--- config.mk ---
export PLATFORM = sky130hd
export DESIGN_NAME = freq_meter
export DESIGN_NICKNAME = d
export VERILOG_FILES = /design/src/rtl/fm_pkg.sv /design/src/rtl/fm_input_sync.sv /design/src/rtl/fm_gate_table.sv /design/src/rtl/freq_meter.sv
export SDC_FILE = /design/constraint.sdc
export NUM_CORES = 1
export LEC_CHECK = 0
export ABC_CLOCK_PERIOD_IN_PS = 3800
export BUFFER_PORTS_ARGS = -buffer_cell sky130_fd_sc_hd__buf_2
export CAP_MARGIN = 15
export CORE_UTILIZATION = 40
export DETAILED_ROUTE_END_ITERATION = 7
export PLACE_DENSITY_LB_ADDON = 0.2
export SLEW_MARGIN = 30
export SYNTH_ARGS = -nofsm -noshare
export SYNTH_HDL_FRONTEND = slang
export SYNTH_SLANG_ARGS = --single-unit
--- constraint.sdc ---
create_clock -name clk -period 3.8 [get_ports clk]
set_input_delay 0.57 -clock clk [delete_from_list [all_inputs] [get_ports clk]]
set_output_delay 0.57 -clock clk [all_outputs]
set_load 0.02 [all_outputs]
--- src/rtl/fm_pkg.sv ---
package fm_pkg;

    typedef enum logic [1:0] {
        ST_IDLE = 2'd0,
        ST_GATE = 2'd1,
        ST_ARM  = 2'd2,
        ST_MEAS = 2'd3
    } fm_state_e;

    localparam logic [1:0] SRC_EXT  = 2'd0;
    localparam logic [1:0] SRC_TONE = 2'd1;
    localparam logic [1:0] SRC_IF   = 2'd2;

endpackage

--- src/rtl/fm_input_sync.sv ---
module fm_input_sync #(
    parameter int STAGES = 2
) (
    input  logic       clk,
    input  logic       rst_n,
    input  logic [1:0] src_sel,
    input  logic       sig_ext,
    input  logic       sig_tone,
    input  logic       sig_if,
    output logic       rise
);
    import fm_pkg::*;

    logic       picked;
    logic [STAGES:0] shr_q;

    always_comb begin
        unique case (src_sel)
            SRC_TONE: picked = sig_tone;
            SRC_IF:   picked = sig_if;
            default:  picked = sig_ext;
        endcase
    end

    // Synchroniser chain plus one extra flop for edge detection.
    for (genvar i = 0; i <= STAGES; i++) begin : g_stage
        if (i == 0) begin : g_first
            always_ff @(posedge clk or negedge rst_n) begin
                if (!rst_n) shr_q[0] <= 1'b0;
                else        shr_q[0] <= picked;
            end
        end else begin : g_next
            always_ff @(posedge clk or negedge rst_n) begin
                if (!rst_n) shr_q[i] <= 1'b0;
                else        shr_q[i] <= shr_q[i-1];
            end
        end
    end

    assign rise = shr_q[STAGES-1] & ~shr_q[STAGES];

endmodule

--- src/rtl/fm_gate_table.sv ---
module fm_gate_table #(
    parameter int REF_HZ    = 1_000_000,
    parameter int IF_NOM_HZ = 700_000,
    parameter int CW        = 24,
    localparam int GW       = $clog2(REF_HZ + 1)
) (
    input  logic [1:0]    gate_sel,
    output logic [GW-1:0] gate_len,
    output logic [CW-1:0] nom_count
);
    localparam logic [GW-1:0] LEN_SHORT = GW'(REF_HZ / 100);
    localparam logic [GW-1:0] LEN_MID   = GW'(REF_HZ / 10);
    localparam logic [GW-1:0] LEN_LONG  = GW'(REF_HZ);
    localparam logic [CW-1:0] NOM_SHORT = CW'(IF_NOM_HZ / 100);
    localparam logic [CW-1:0] NOM_MID   = CW'(IF_NOM_HZ / 10);
    localparam logic [CW-1:0] NOM_LONG  = CW'(IF_NOM_HZ);

    always_comb begin
        unique case (gate_sel)
            2'd0: begin gate_len = LEN_SHORT; nom_count = NOM_SHORT; end
            2'd1: begin gate_len = LEN_MID;   nom_count = NOM_MID;   end
            default: begin gate_len = LEN_LONG; nom_count = NOM_LONG; end
        endcase
    end

endmodule

--- src/rtl/freq_meter.sv ---
module freq_meter #(
    parameter int REF_HZ    = 1_000_000,
    parameter int IF_NOM_HZ = 700_000,
    parameter int CW        = 24,
    parameter int SYNC      = 2
) (
    input  logic          clk,
    input  logic          rst_n,
    input  logic          start,
    input  logic          recip,
    input  logic [1:0]    src_sel,
    input  logic [1:0]    gate_sel,
    input  logic          sig_ext,
    input  logic          sig_tone,
    input  logic          sig_if,
    output logic          busy,
    output logic          done,
    output logic [CW-1:0] count,
    output logic          overflow,
    output logic          if_valid,
    output logic [CW:0]   if_error
);
    import fm_pkg::*;

    localparam int GW = $clog2(REF_HZ + 1);

    typedef struct packed {
        fm_state_e     st;
        logic [GW-1:0] gcnt;
        logic [CW-1:0] acc;
        logic          wrap;
        logic          on_if;
        logic [CW-1:0] nom;
        logic [CW-1:0] res;
        logic          ovf;
        logic          done;
        logic          ifv;
        logic [CW:0]   err;
    } fm_regs_t;

    fm_regs_t r_q, r_d;

    logic          rise;
    logic [GW-1:0] gate_len;
    logic [CW-1:0] nom_count;

    fm_input_sync #(.STAGES(SYNC)) u_sync (
        .clk      (clk),
        .rst_n    (rst_n),
        .src_sel  (src_sel),
        .sig_ext  (sig_ext),
        .sig_tone (sig_tone),
        .sig_if   (sig_if),
        .rise     (rise)
    );

    fm_gate_table #(.REF_HZ(REF_HZ), .IF_NOM_HZ(IF_NOM_HZ), .CW(CW)) u_gate (
        .gate_sel  (gate_sel),
        .gate_len  (gate_len),
        .nom_count (nom_count)
    );

    logic [CW:0]   acc_inc;
    logic [CW-1:0] acc_n;
    logic          wrap_n;
    logic          finish;

    always_comb begin
        r_d      = r_q;
        r_d.done = 1'b0;
        acc_inc  = {1'b0, r_q.acc} + {{CW{1'b0}}, 1'b1};
        acc_n    = r_q.acc;
        wrap_n   = r_q.wrap;
        finish   = 1'b0;

        unique case (r_q.st)
            ST_IDLE: begin
                if (start) begin
                    r_d.acc   = '0;
                    r_d.wrap  = 1'b0;
                    r_d.gcnt  = gate_len - GW'(1);
                    r_d.nom   = nom_count;
                    r_d.on_if = (src_sel == SRC_IF) && !recip;
                    r_d.st    = recip ? ST_ARM : ST_GATE;
                end
            end
            ST_GATE: begin
                if (rise) begin
                    acc_n  = acc_inc[CW-1:0];
                    wrap_n = r_q.wrap | acc_inc[CW];
                end
                r_d.acc  = acc_n;
                r_d.wrap = wrap_n;
                r_d.gcnt = r_q.gcnt - GW'(1);
                finish   = (r_q.gcnt == '0);
            end
            ST_ARM: begin
                if (rise) begin
                    r_d.acc = {{(CW-1){1'b0}}, 1'b1};
                    r_d.st  = ST_MEAS;
                end
            end
            default: begin
                if (rise) begin
                    finish = 1'b1;
                end else begin
                    r_d.acc  = acc_inc[CW-1:0];
                    r_d.wrap = r_q.wrap | acc_inc[CW];
                end
            end
        endcase

        if (finish) begin
            r_d.st   = ST_IDLE;
            r_d.done = 1'b1;
            r_d.res  = acc_n;
            r_d.ovf  = wrap_n;
            r_d.ifv  = r_q.on_if;
            r_d.err  = r_q.on_if ? ({1'b0, acc_n} - {1'b0, r_q.nom}) : '0;
        end
    end

    always_ff @(posedge clk or negedge rst_n) begin
        if (!rst_n) begin
            r_q <= '{st: ST_IDLE, default: '0};
        end else begin
            r_q <= r_d;
        end
    end

    assign busy     = (r_q.st != ST_IDLE);
    assign done     = r_q.done;
    assign count    = r_q.res;
    assign overflow = r_q.ovf;
    assign if_valid = r_q.ifv;
    assign if_error = r_q.err;

endmodule

# After elaboration in Yosys (flattened, before gate mapping)
# Index checks and enable logic that the tools add are counted.
# classes
n_addsub	4
n_eq_ne	11
n_mux	21
bitwise_logic	4
reduce_logical	14
# ops
cell	count
20-bit one-hot mux with 2 select lines	3
24-bit 2-to-1 mux	3
72-bit 2-to-1 mux	1
24-bit one-hot mux with 3 select lines	1
25-bit 2-to-1 mux	2
20-bit by 1-bit subtractor with 20-bit output, second input constant	2
27-bit 2-to-1 mux	1
24-bit by 1-bit adder with 25-bit output, second input constant	1
24-bit by 24-bit subtractor with 25-bit output	1
20-bit zero test	1
3-bit AND reduction	3
2-bit by 1-bit equality test with 1-bit output, second input constant	3
2-bit 2-to-1 mux	3
3-bit inequality test, second input constant	2
2-bit equality test, second input constant	2
2-bit zero test	2
2-bit inequality test, second input constant	2
4-bit by 1-bit inequality test with 1-bit output, second input constant	1
1-bit one-hot mux with 2 select lines	2
2-bit one-hot mux with 2 select lines	1
2-bit AND reduction	2
2-bit nonzero test	2
1-bit 2-to-1 mux	3
3-bit by 1-bit inequality test with 1-bit output, second input constant	1
other kinds (8)	9
# word_totals
reg_bits	127
input_bits	11
output_inout_bits	53
word_cells	68

# Longest topological paths before layout
# Gate-level depths: netlist of run 1.
# depth
word_depth	7
depth_mapped	17

# Modules after synthesis
# A second synthesis of run 1 with hierarchy kept.
# unflattened
cells_unflattened	997
hier_area_um2	8453.1
# by_module_without_submodules
module	n_inst	cells_per_inst	area_per_inst_um2	seq_area_each_um2
freq_meter	1	940	8000.2	3103.0
fm_gate_table	1	46	322.8	0.0
fm_input_sync	1	11	130.1	75.1

# Worst setup path after synthesis of run 1
# Ideal clock, no wire load.
# synth_timing
kind	flip-flop to flip-flop
startpoint	reg r_q[123] (netlist bit)
endpoint	reg r_q (netlist bit if_error[17])
arrival_ns	3.572
required_time_ns	3.665
setup_slack_ns	0.093
path_stages_with_launch	18
period_less_slack_ns	3.707
path_cell_list	dfrtp_1 > buf_2 > nand4bb_1 > clkbuf_1 > clkbuf_1 > nor2_1 > xnor2_1 > ha_1 > inv_1 > fa_1 > a21o_1 > a21oi_1 > nand4_1 > and2_1 > a311o_1 > a31oi_1 > xor2_1 > o31ai_1
# synth_via
elab_chain_cells	4
# synth_lines
element	line_no	rtl
start: declaration	freq_meter.sv:41	fm_regs_t r_q, r_d;
start signal: assignment	freq_meter.sv:127	r_q <= r_d;
2-bit by 1-bit equality test with 1-bit output	freq_meter.sv:76	unique case (r_q.st)
24-bit 2-to-1 mux	freq_meter.sv:76	
24-bit by 24-bit subtractor with 25-bit output	freq_meter.sv:119	r_d.err = r_q.on_if ? ({1'b0, acc_n} - {1'b0, r_q.nom}) : '0;
25-bit 2-to-1 mux	freq_meter.sv:119	
# Several ways; a longest one is shown, not always the timed one.
# A chain may end at the register's enable or synchronous reset.

# Worst setup path in the final report of run 1
# layout_timing
startpoint	reg u_sync.shr_q[2]
endpoint	reg r_q (netlist bit if_error[17])
# layout_via
elab_chain_cells	6
# layout_lines
element	line_no	rtl
start: declaration	fm_input_sync.sv:15	logic [STAGES:0] shr_q;
start signal: indexed assignment	fm_input_sync.sv:35	else shr_q[i] <= shr_q[i-1];
1-bit NOT	fm_input_sync.sv:40	assign rise = shr_q[STAGES-1] & ~shr_q[STAGES];
1-bit bitwise AND	fm_input_sync.sv:40	
24-bit 2-to-1 mux	freq_meter.sv:88	if (rise) begin
24-bit 2-to-1 mux	freq_meter.sv:76	
named net acc_n[9]	freq_meter.sv:64	logic [CW-1:0] acc_n;
24-bit by 24-bit subtractor with 25-bit output	freq_meter.sv:119	
25-bit 2-to-1 mux	freq_meter.sv:119	
# The timed path passes the listed nets, and every way through them passes these cells.

==> flow_summary.json, run 1 <==
{
  "finalCritPeriodShare_pct": 93.3,
  "layout_min_cycle_time_ps": 3550,
  "maxSlewViolCount": 0,
  "die-area_um2": 17400,
  "critPathMaxFanout": 11,
  "grt_max_degree": 57,
  "place_congestion": 0.858,
  "die_w_um": 132,
  "cpMostUsedCell": "xor2_1",
  "cts_root_buf": "clkbuf_16",
  "routed_wl_um": 17100,
  "grt_overflow": 0,
  "p_leak_uw": 0.00351,
  "power.density_nw_per_um2": 624,
  "syn-num-nets": 824,
  "layout_common_cells": "nand2_1, dfrtp_1, buf_2",
  "grt_pass1_wl_um": 27800,
  "vias_per_cell": 5.42,
  "diodes": 0,
  "clock_skew_ps": 7.10,
  "detail-route-antenna-nets": 0,
  "clkTransAtPathRegs_ps": 70,
  "io-pin-count": 64,
  "synthMuxAreaShare_pct": 1.04,
  "yosys.area_share.adder_pct": 4.00,
  "synth_compound_area_share_pct": 17.8,
  "crit_type": "register to register",
  "maxSlewHeadroom_pct": 49.4,
  "hold_viol_final": 0,
  "peakVddDrop_uv": 424,
  "ff2ff_path_depth": 13,
  "syn_area_um2": 6750,
  "dr_wl_met3_um": 828,
  "dpl.hpwl_um": 12600,
  "highest_layer": "met4",
  "timing.rr.start": "u_sync.shr_q[2]",
  "synth_top_family_by_area": "simple AND/OR/NAND/NOR gates",
  "avgSynthCellArea_um2": 8.53,
  "port_buffers": 63,
  "yosys.area_share.simple_pct": 20.7,
  "yosysWarningCount": 0,
  "fillers": 1651,
  "met1_length_um": 8400,
  "r2r_slack_ps": 250,
  "wl_per_cell_um": 16.5,
  "maxCapViolations": 0,
  "antenna_found_initial": 0,
  "synth-main-ff-cell": "dfrtp_1",
  "start_kind": "register",
  "drt-initial-drc-count": 367,
  "htreeDepth": 3,
  "status": "finished clean",
  "fp.dieH_um": 132,
  "fin_tns_setup_ps": 0,
  "syn_inst": 792,
  "fmax_ghz": 0.282,
  "arrival_ps": 3770,
  "synth_edf_count": 0,
  "initial_utilization_pct": 40.9,
  "ys_seq_elements": 110,
  "place_area_um2": 7020,
  "fin_hold_ws_ps": 263,
  "worstMarginPinSlew_ps": 757,
  "final_common_cell": "nand2_1",
  "design_area_um2": 7400,
  "setup_violations": 0,
  "async_reset_ff_share_pct": 100,
  "cts_tree": "done",
  "core_um2": 16500,
  "cts_buffers": 9,
  "dr.pass1.iters": 5,
  "required_ps": 4020,
  "clk-insertion-delay-late_ps": 350,
  "cts_buffer_depth": 2,
  "synth_seq_area_share_pct": 40.8,
  "worstPathCellList": "nand4bb_2 -> buf_4 -> nor3_1 -> xor2_1 -> ha_1 -> a21oi_1 -> and3_1 -> nand4_1 -> and2_1 -> a311o_1 -> a31oi_1 -> xor2_1 -> o31ai_1",
  "r2r_end": "if_error[17]",
  "wl_met2_um": 7560,
  "synth_cell_types": 61,
  "vias": 5617,
  "grt_pass1_vias": 5120,
  "drive_gt1_share_pct": 16.7,
  "track_usage_pct": 20.1,
  "fin_nets": 843,
  "area_delta_synth_final_pct": 9.60,
  "num_rows": 47,
  "cts_sinks": 110,
  "slowest_delay_ps": 390,
  "min_path_type": "input port to asynchronous set/reset pin",
  "synthXorXnorAreaFrac_pct": 6.23,
  "end_kind": "register",
  "slowest_stage": "dfrtp_1",
  "drc_errors": 0
}
worst max path at each step:
stage	startpoint	end	slack, ps
floorplan	r_q[123]	if_error[17]	90
global placement	r_q[78]	if_error[17]	130
detailed placement	r_q[78]	if_error[17]	50
CTS	r_q[78]	if_error[17]	40
global route	u_sync.shr_q[2]	if_error[17]	-50
finish	u_sync.shr_q[2]	if_error[17]	250
metrics by stage:
stage                     instances  worst slack [ps]  total power, uW  util [%]
final                          1036               253             4620      44.8
after global routing           1036             -47.1             4940      44.8
after CTS                      1029              36.5             4620      44.3
after detailed placement       1013              47.7             3640      42.5
after global placement         1013               126             3590      42.5
after floorplan                 792              93.5             3190         -
critical path, delay by kind of cell (launching register included):
family | cells | cell delay [ps]
simple gates | 5 | 1150
compound gates | 4 | 860
xor+xnor | 2 | 440
flops | 1 | 390
fa+ha+maj | 1 | 330
buf+inv | 1 | 250
power breakdown:
group	leakage [uW]	internal (uW)	switching [uW]
sequential	0.00144	1460	238
combinational	0.00192	694	1260
clock	0.000148	528	444
routing by layer:
metal | vias up | GRT usage [%]
met1 | 2703 | 29.4
met3 | 18 | 3.23
met5 | - | 0
met2 | 138 | 30.4
met4 | 0 | 6.33
li1 | 2758 | -
state kept, by name (all words and copies together), names as in the netlist:
name and count:
count 24, done 1, if_error 25, if_valid 1, overflow 1, r_q 55, u_sync.shr_q 3
cells in the mapped netlist (all sizes together), types with 4 or more instances:
| cell | number | share of area, % |
|---|---|---|
| a21boi | 4 | 0.44 |
| a21o | 5 | 0.56 |
| a21oi | 47 | 3.5 |
| a22o | 9 | 1.2 |
| a22oi | 5 | 0.63 |
| a31oi | 8 | 0.74 |
| and2 | 6 | 0.56 |
| and3 | 9 | 0.83 |
| buf | 59 | 6.3 |
| clkbuf | 28 | 1.6 |
| dfrtp | 110 | 41 |
| ha | 20 | 3.7 |
| inv | 29 | 1.6 |
| mux2i | 7 | 1.0 |
| nand2 | 150 | 8.3 |
| nand2b | 5 | 0.46 |
| nand3 | 25 | 2.1 |
| nand4 | 9 | 0.93 |
| nor2 | 47 | 2.6 |
| nor2b | 4 | 0.37 |
| nor3 | 14 | 1.1 |
| nor4 | 9 | 0.93 |
| o21a | 6 | 0.67 |
| o21ai | 57 | 4.3 |
| o22ai | 10 | 0.93 |
| o31ai | 25 | 2.8 |
| or4 | 7 | 0.89 |
| xnor2 | 25 | 3.2 |
| xor2 | 23 | 3.0 |
kinds of logic (layout without fill, tap and decap cells):
group	Yosys count	in the layout
xor+xnor	48	48
buf+inv	116	140
fa+ha+maj	21	21
simple gates	299	299
flops	110	110
compound gates	191	191
mux	7	7
area by class of cell:
class                   instances  area (um^2)  share of cell area, %
multi-input cells             566         3390                   45.8
inverters                      29          109                   1.47
clock inverters                 6         61.3                  0.828
repair buffers                 95          571                   7.71
flip-flops and latches        110         2760                   37.3
well taps                     220          275                   3.72
clock buffers                  10          239                   3.23
repair_timing:
| item | in CTS | in global routing |
|---|---|---|
| setup buffers | 0 | 7 |
| hold endpoints to repair | 0 | 0 |
| hold buffers | 0 | 0 |
| gates resized for setup | 0 | 9 |
| setup endpoints to repair | 0 | 5 |
Power figures use the tool's default switching activity.
==> inputs of run 2 (changes only) <==
--- a/config.mk
+++ b/config.mk
@@ -5,6 +5,7 @@
 export SDC_FILE = /design/constraint.sdc
 export NUM_CORES = 1
 export LEC_CHECK = 0
+export ABC_AREA = 1
 export ABC_CLOCK_PERIOD_IN_PS = 3800
 export BUFFER_PORTS_ARGS = -buffer_cell sky130_fd_sc_hd__buf_2
 export CAP_MARGIN = 15
==> flow_summary.json, run 2 <==
{
  "status": "finished clean",
  "ctsHoldBuffers": 0,
  "grt_overflow": 0,
  "place_worst_setup_slack_ps": 418,
  "synth_cell_types": 47,
  "synth_most_common_cell": "nand2_1",
  "multi_input_area_um2": 3660,
  "seqCellArea_um2": 2750,
  "crit_type": "register to register",
  "clk-insertion-delay-late_ps": 370,
  "grt_max_degree": 111,
  "grt_pass1_wl_um": 28700,
  "yosys-top-cells-count": "nand2_1, inv_1, dfrtp_1, o21ai_0, nor2_1",
  "arrival_ps": 3640,
  "track_usage_pct": 19.6,
  "hold_viol_final": 0,
  "maxSlewHeadroom_pct": 57.7,
  "fmax_ghz": 0.295,
  "cts_tree": "done",
  "syn_area_um2": 7370,
  "worstMarginPinSlew_ps": 628,
  "wl_per_cell_um": 14.2,
  "clkTransAtPathRegs_ps": 90,
  "layout_common_cells": "nand2_1, inv_1, dfrtp_1",
  "start_kind": "register",
  "diodes": 0,
  "top_register": "r_q",
  "final_common_cell": "nand2_1",
  "grt_pass1_vias": 5582,
  "fp.dieH_um": 138,
  "cts_buffer_depth": 2,
  "synth_area_leaders": "dfrtp_1, nand2_1, o21ai_0",
  "antenna_found_initial": 0,
  "avgSynthCellArea_um2": 7.38,
  "htreeDepth": 3,
  "core_um2": 18000,
  "cts_sinks": 110,
  "fin_nets": 1038,
  "drive_gt1_share_pct": 16.1,
  "yosys.area.top_type": "dfrtp_1",
  "drc_errors": 0,
  "cts_buffers": 9,
  "setup_slack_ps": 412,
  "postCtsSetupBuffers": 0,
  "critPathMaxFanout": 7,
  "rsz0062_at_grt": "no",
  "end_kind": "register",
  "setup_violations": 0,
  "power.density_nw_per_um2": 555,
  "yosysWarningCount": 0,
  "fillers": 1856,
  "die_w_um": 138,
  "synth_seq_area_share_pct": 37.4,
  "peakVddDrop_uv": 209,
  "dpl.hpwl_um": 13100,
  "r2r_slack_ps": 410,
  "maxCapViolations": 0,
  "ys_seq_elements": 110,
  "num_rows": 49,
  "finalCritPeriodShare_pct": 89.2,
  "initial_utilization_pct": 40.9,
  "maxSlewViolCount": 0,
  "fin_tns_setup_ps": 0,
  "cts_root_buf": "clkbuf_16",
  "min_path_type": "input port to asynchronous set/reset pin",
  "synth_top_cell_area_share_pct": 37.4,
  "dr.pass1.iters": 5,
  "synth-main-ff-cell": "dfrtp_1",
  "layout_min_cycle_time_ps": 3390,
  "port_buffers": 63,
  "syn-num-nets": 1030,
  "p_leak_uw": 0.00417,
  "die-area_um2": 19000,
  "largest_reg_flops": 55,
  "place_congestion": 0.878,
  "area_delta_synth_final_pct": 7.13,
  "async_reset_ff_share_pct": 100,
  "routed_wl_um": 17600,
  "drt-initial-drc-count": 467,
  "vias": 6186,
  "synth_edf_count": 0,
  "clock_skew_ps": 13.9,
  "io-pin-count": 64,
  "detail-route-antenna-nets": 0,
  "post_cts_resized": 0,
  "vias_per_cell": 4.99,
  "required_ps": 4050,
  "syn_inst": 998
}
-- run 2: changes by cell type in the layout (fill, tap and decap cells not counted), sizes merged, moves of 20 or more --
cell,before,now
inv,29,125
nand2,150,260
nor2,47,86
o21ai,57,113
o31ai,25,3
buf,95,75
nand3,25,57
-- run 2: worst paths after layout --
path                                 start         endpoint  cells past startpoint
setup / recovery                   r_q[80]     if_error[18]                     23
hold / removal                       rst_n         r_q[103]                      2
setup reg to reg                   r_q[80]     if_error[18]                     23
hold reg to reg            u_sync.shr_q[0]  u_sync.shr_q[1]                      0
max in group asynchronous            rst_n          r_q[88]                      2
min in group clk           u_sync.shr_q[0]  u_sync.shr_q[1]                      0
-- run 2: layout make-up --
cell class | count | share of cell area (%)
clock inverters | 7 | 1.13
multi-input cells | 688 | 46.4
flip-flops and latches | 110 | 34.9
inverters | 122 | 5.80
repair buffers | 75 | 5.32
well taps | 229 | 3.63
clock buffers | 9 | 2.85
-- run 2: routing by layer --
layer	vias up	global-route usage, %	wire length [um]	part of all wire [%]
li1	3230	-	-	-
met1	2803	29.2	9210	52
met2	134	28.6	7340	42
met3	19	3.35	724	4.1
met4	0	5.62	315	1.8
met5	-	0	0	0
-- run 2: critical path, cell delays in order, from the launching register on --
cell and delay, ps:
dfrtp_1 490, nand2_2 100, nor2_4 150, inv_1 60, nor2_1 210, xor2_1 210
nand2_1 70, o211ai_1 100, o21ai_0 180, ha_1 390, a21oi_1 210, a21boi_0 130
nor2_1 190, nand3_4 100, nand2_2 70, nand2_2 60, nand2_2 60, nand2_2 70
nand2_2 80, nand2_2 70, nand2_2 80, nand3_1 60, nand3_1 80, nand2_1 60
-- run 2: cells by family after synthesis --
group | share of synthesized area, %
buffers and inverters | 12.9
xor gates and xnor gates | 2.73
DFF | 37.4
AOI/OAI and AO/OA | 16.8
and+or+nand+nor | 26.5
adders and majority gates | 3.67
-- run 2: per-stage QoR --
| step | cells | power [uW] | utilization [%] | hold slack [ps] | area [um^2] |
|---|---|---|---|---|---|
| 6_report | 1240 | 4380 | 43.8 | 264 | 7900 |
| 5_1_grt | 1240 | 4760 | 43.8 | 324 | 7900 |
| 4_1_cts | 1240 | 4410 | 43.8 | 309 | 7900 |
| 3_5_place_dp | 1224 | 3380 | 42.1 | 337 | 7580 |
| 3_3_place_gp | 1224 | 3380 | 42.1 | 335 | 7580 |
| 2_1_floorplan | 998 | 2960 | - | 274 | 7370 |
-- run 2: power breakdown --
group	switching [uW]	internal [uW]
sequential	159	1290
clock	481	528
combinational	1260	664
==> inputs of run 3 (changes only) <==
--- a/config.mk
+++ b/config.mk
@@ -9,7 +9,7 @@
 export ABC_CLOCK_PERIOD_IN_PS = 3800
 export BUFFER_PORTS_ARGS = -buffer_cell sky130_fd_sc_hd__buf_2
 export CAP_MARGIN = 15
-export CORE_UTILIZATION = 40
+export CORE_UTILIZATION = 45
 export DETAILED_ROUTE_END_ITERATION = 7
 export PLACE_DENSITY_LB_ADDON = 0.2
 export SLEW_MARGIN = 30
==> flow_summary.json, run 3 (synthesized netlist as in run 2, its figures left out) <==
{
  "core_um2": 15900,
  "cts_sinks": 110,
  "grt_max_degree": 63,
  "maxSlewHeadroom_pct": 45.9,
  "layout_min_cycle_time_ps": 3390,
  "grt_pass1_wl_um": 28900,
  "fin_tns_setup_ps": 0,
  "seqPwrFrac_pct": 33.6,
  "power.density_nw_per_um2": 549,
  "fp.dieH_um": 130,
  "multi_input_area_um2": 3660,
  "fin_nets": 1039,
  "port_buffers": 63,
  "clkTransAtPathRegs_ps": 80,
  "top_register": "r_q",
  "drc_errors": 0,
  "die_w_um": 130,
  "fmax_ghz": 0.295,
  "arrival_ps": 3640,
  "diodes": 0,
  "min_path_type": "input port to asynchronous set/reset pin",
  "routed_wl_um": 17600,
  "layout_common_cells": "nand2_1, inv_1, dfrtp_1",
  "seqCellArea_um2": 2750,
  "die-area_um2": 16900,
  "track_usage_pct": 22.0,
  "io-pin-count": 64,
  "start_kind": "register",
  "dr.pass1.iters": 5,
  "peakVddDrop_uv": 303,
  "required_ps": 4050,
  "p_int_uw": 2410,
  "antenna_found_initial": 0,
  "p_clk_share_pct": 21.8,
  "p_leak_uw": 0.00416,
  "area_delta_synth_final_pct": 6.55,
  "vias": 6302,
  "fillers": 1609,
  "post_cts_resized": 0,
  "dpl.hpwl_um": 13200,
  "cts_buffers": 9,
  "clk-insertion-delay-late_ps": 360,
  "p_sw_share_pct": 44.1,
  "r2r_slack_ps": 410,
  "vias_per_cell": 5.13,
  "hold_viol_final": 0,
  "clock_skew_ps": 10.7,
  "finalCritPeriodShare_pct": 89.3,
  "maxCapViolations": 0,
  "place_congestion": 0.876,
  "drt-initial-drc-count": 484,
  "worstMarginPinSlew_ps": 811,
  "htreeDepth": 3,
  "end_kind": "register",
  "largest_reg_flops": 55,
  "crit_type": "register to register",
  "pwr-share-comb_pct": 44.6,
  "fin_hold_ws_ps": 169,
  "final_common_cell": "nand2_1",
  "initial_utilization_pct": 46.2,
  "status": "finished clean",
  "ctsHoldBuffers": 0,
  "setup_violations": 0,
  "cts_tree": "done",
  "cts_root_buf": "clkbuf_16",
  "maxSlewViolCount": 0,
  "grt_pass1_vias": 5707,
  "postCtsSetupBuffers": 0,
  "num_rows": 46,
  "wl_per_cell_um": 14.3,
  "cts_buffer_depth": 2,
  "p_sw_uw": 1900,
  "detail-route-antenna-nets": 0,
  "grt_overflow": 0,
  "critPathMaxFanout": 7,
  "rsz0062_at_grt": "no",
  "drive_gt1_share_pct": 16.2
}
-- run 3: metal layers --
metal / track usage (%) / part of all wire (%) / up-vias
li1: - / - / 3229
met1: 31.9 / 52 / 2903
met2: 34.2 / 43 / 155
met3: 2.71 / 4.2 / 15
met4: 6.84 / 1.3 / 0
met5: 0 / 0 / -
-- run 3: path summary, 6_finish.rpt --
path / start / end / cells past startpoint
worst min-delay path: rst_n / if_error[1] / 1
min in group clk: u_sync.shr_q[0] / u_sync.shr_q[1] / 0
worst min register to register: u_sync.shr_q[0] / u_sync.shr_q[1] / 0
worst max register to register: r_q[80] / if_error[22] / 23
worst max-delay path: r_q[80] / if_error[22] / 23
max in group asynchronous: rst_n / r_q[88] / 2
-- run 3: cell type report --
type | count | area share [%]
clock buffer | 9 | 2.87
multi-input combinational | 688 | 46.7
inverter | 122 | 5.85
timing repair buffer | 76 | 5.29
sequential | 110 | 35.1
clock inverter | 7 | 0.844
tap | 216 | 3.44
-- run 3: through the flow --
step | utilization [%] | instance area, um^2 | std cells | setup slack [ps] | total power [uW]
floorplan | - | 7370 | 998 | 768 | 2960
global placement | 47.4 | 7560 | 1212 | 523 | 3360
detailed placement | 47.4 | 7560 | 1212 | 465 | 3370
CTS | 49.2 | 7850 | 1228 | 443 | 4310
global route | 49.3 | 7850 | 1228 | 44.2 | 4630
finish | 49.3 | 7850 | 1228 | 406 | 4310
-- run 3: critical path, cell delays in order (launching register included) --
cell and delay (ps):
dfrtp_1 500, nand2_2 100, nor2_4 160, inv_1 50, nor2_1 230, xor2_1 210
nand2_1 70, o211ai_1 100, o21ai_0 150, ha_1 380, a21oi_1 210, a21boi_0 140
nor2_1 200, nand3_4 100, nand2_2 70, nand2_2 60, nand2_2 60, nand2_2 80
nand2_2 80, nand2_2 70, nand2_1 110, nand2_1 60, nand2_1 50, nand3_1 60
-- run 3: power groups by stage --
stage / sequential [uW] / combinational (uW) / clock (uW)
final: 1450 / 1920 / 938
after global routing: 1470 / 2160 / 1000
after CTS: 1440 / 1920 / 957
after detailed placement: 1460 / 1910 / 0
after global placement: 1470 / 1900 / 0
after floorplan: 1420 / 1550 / 0
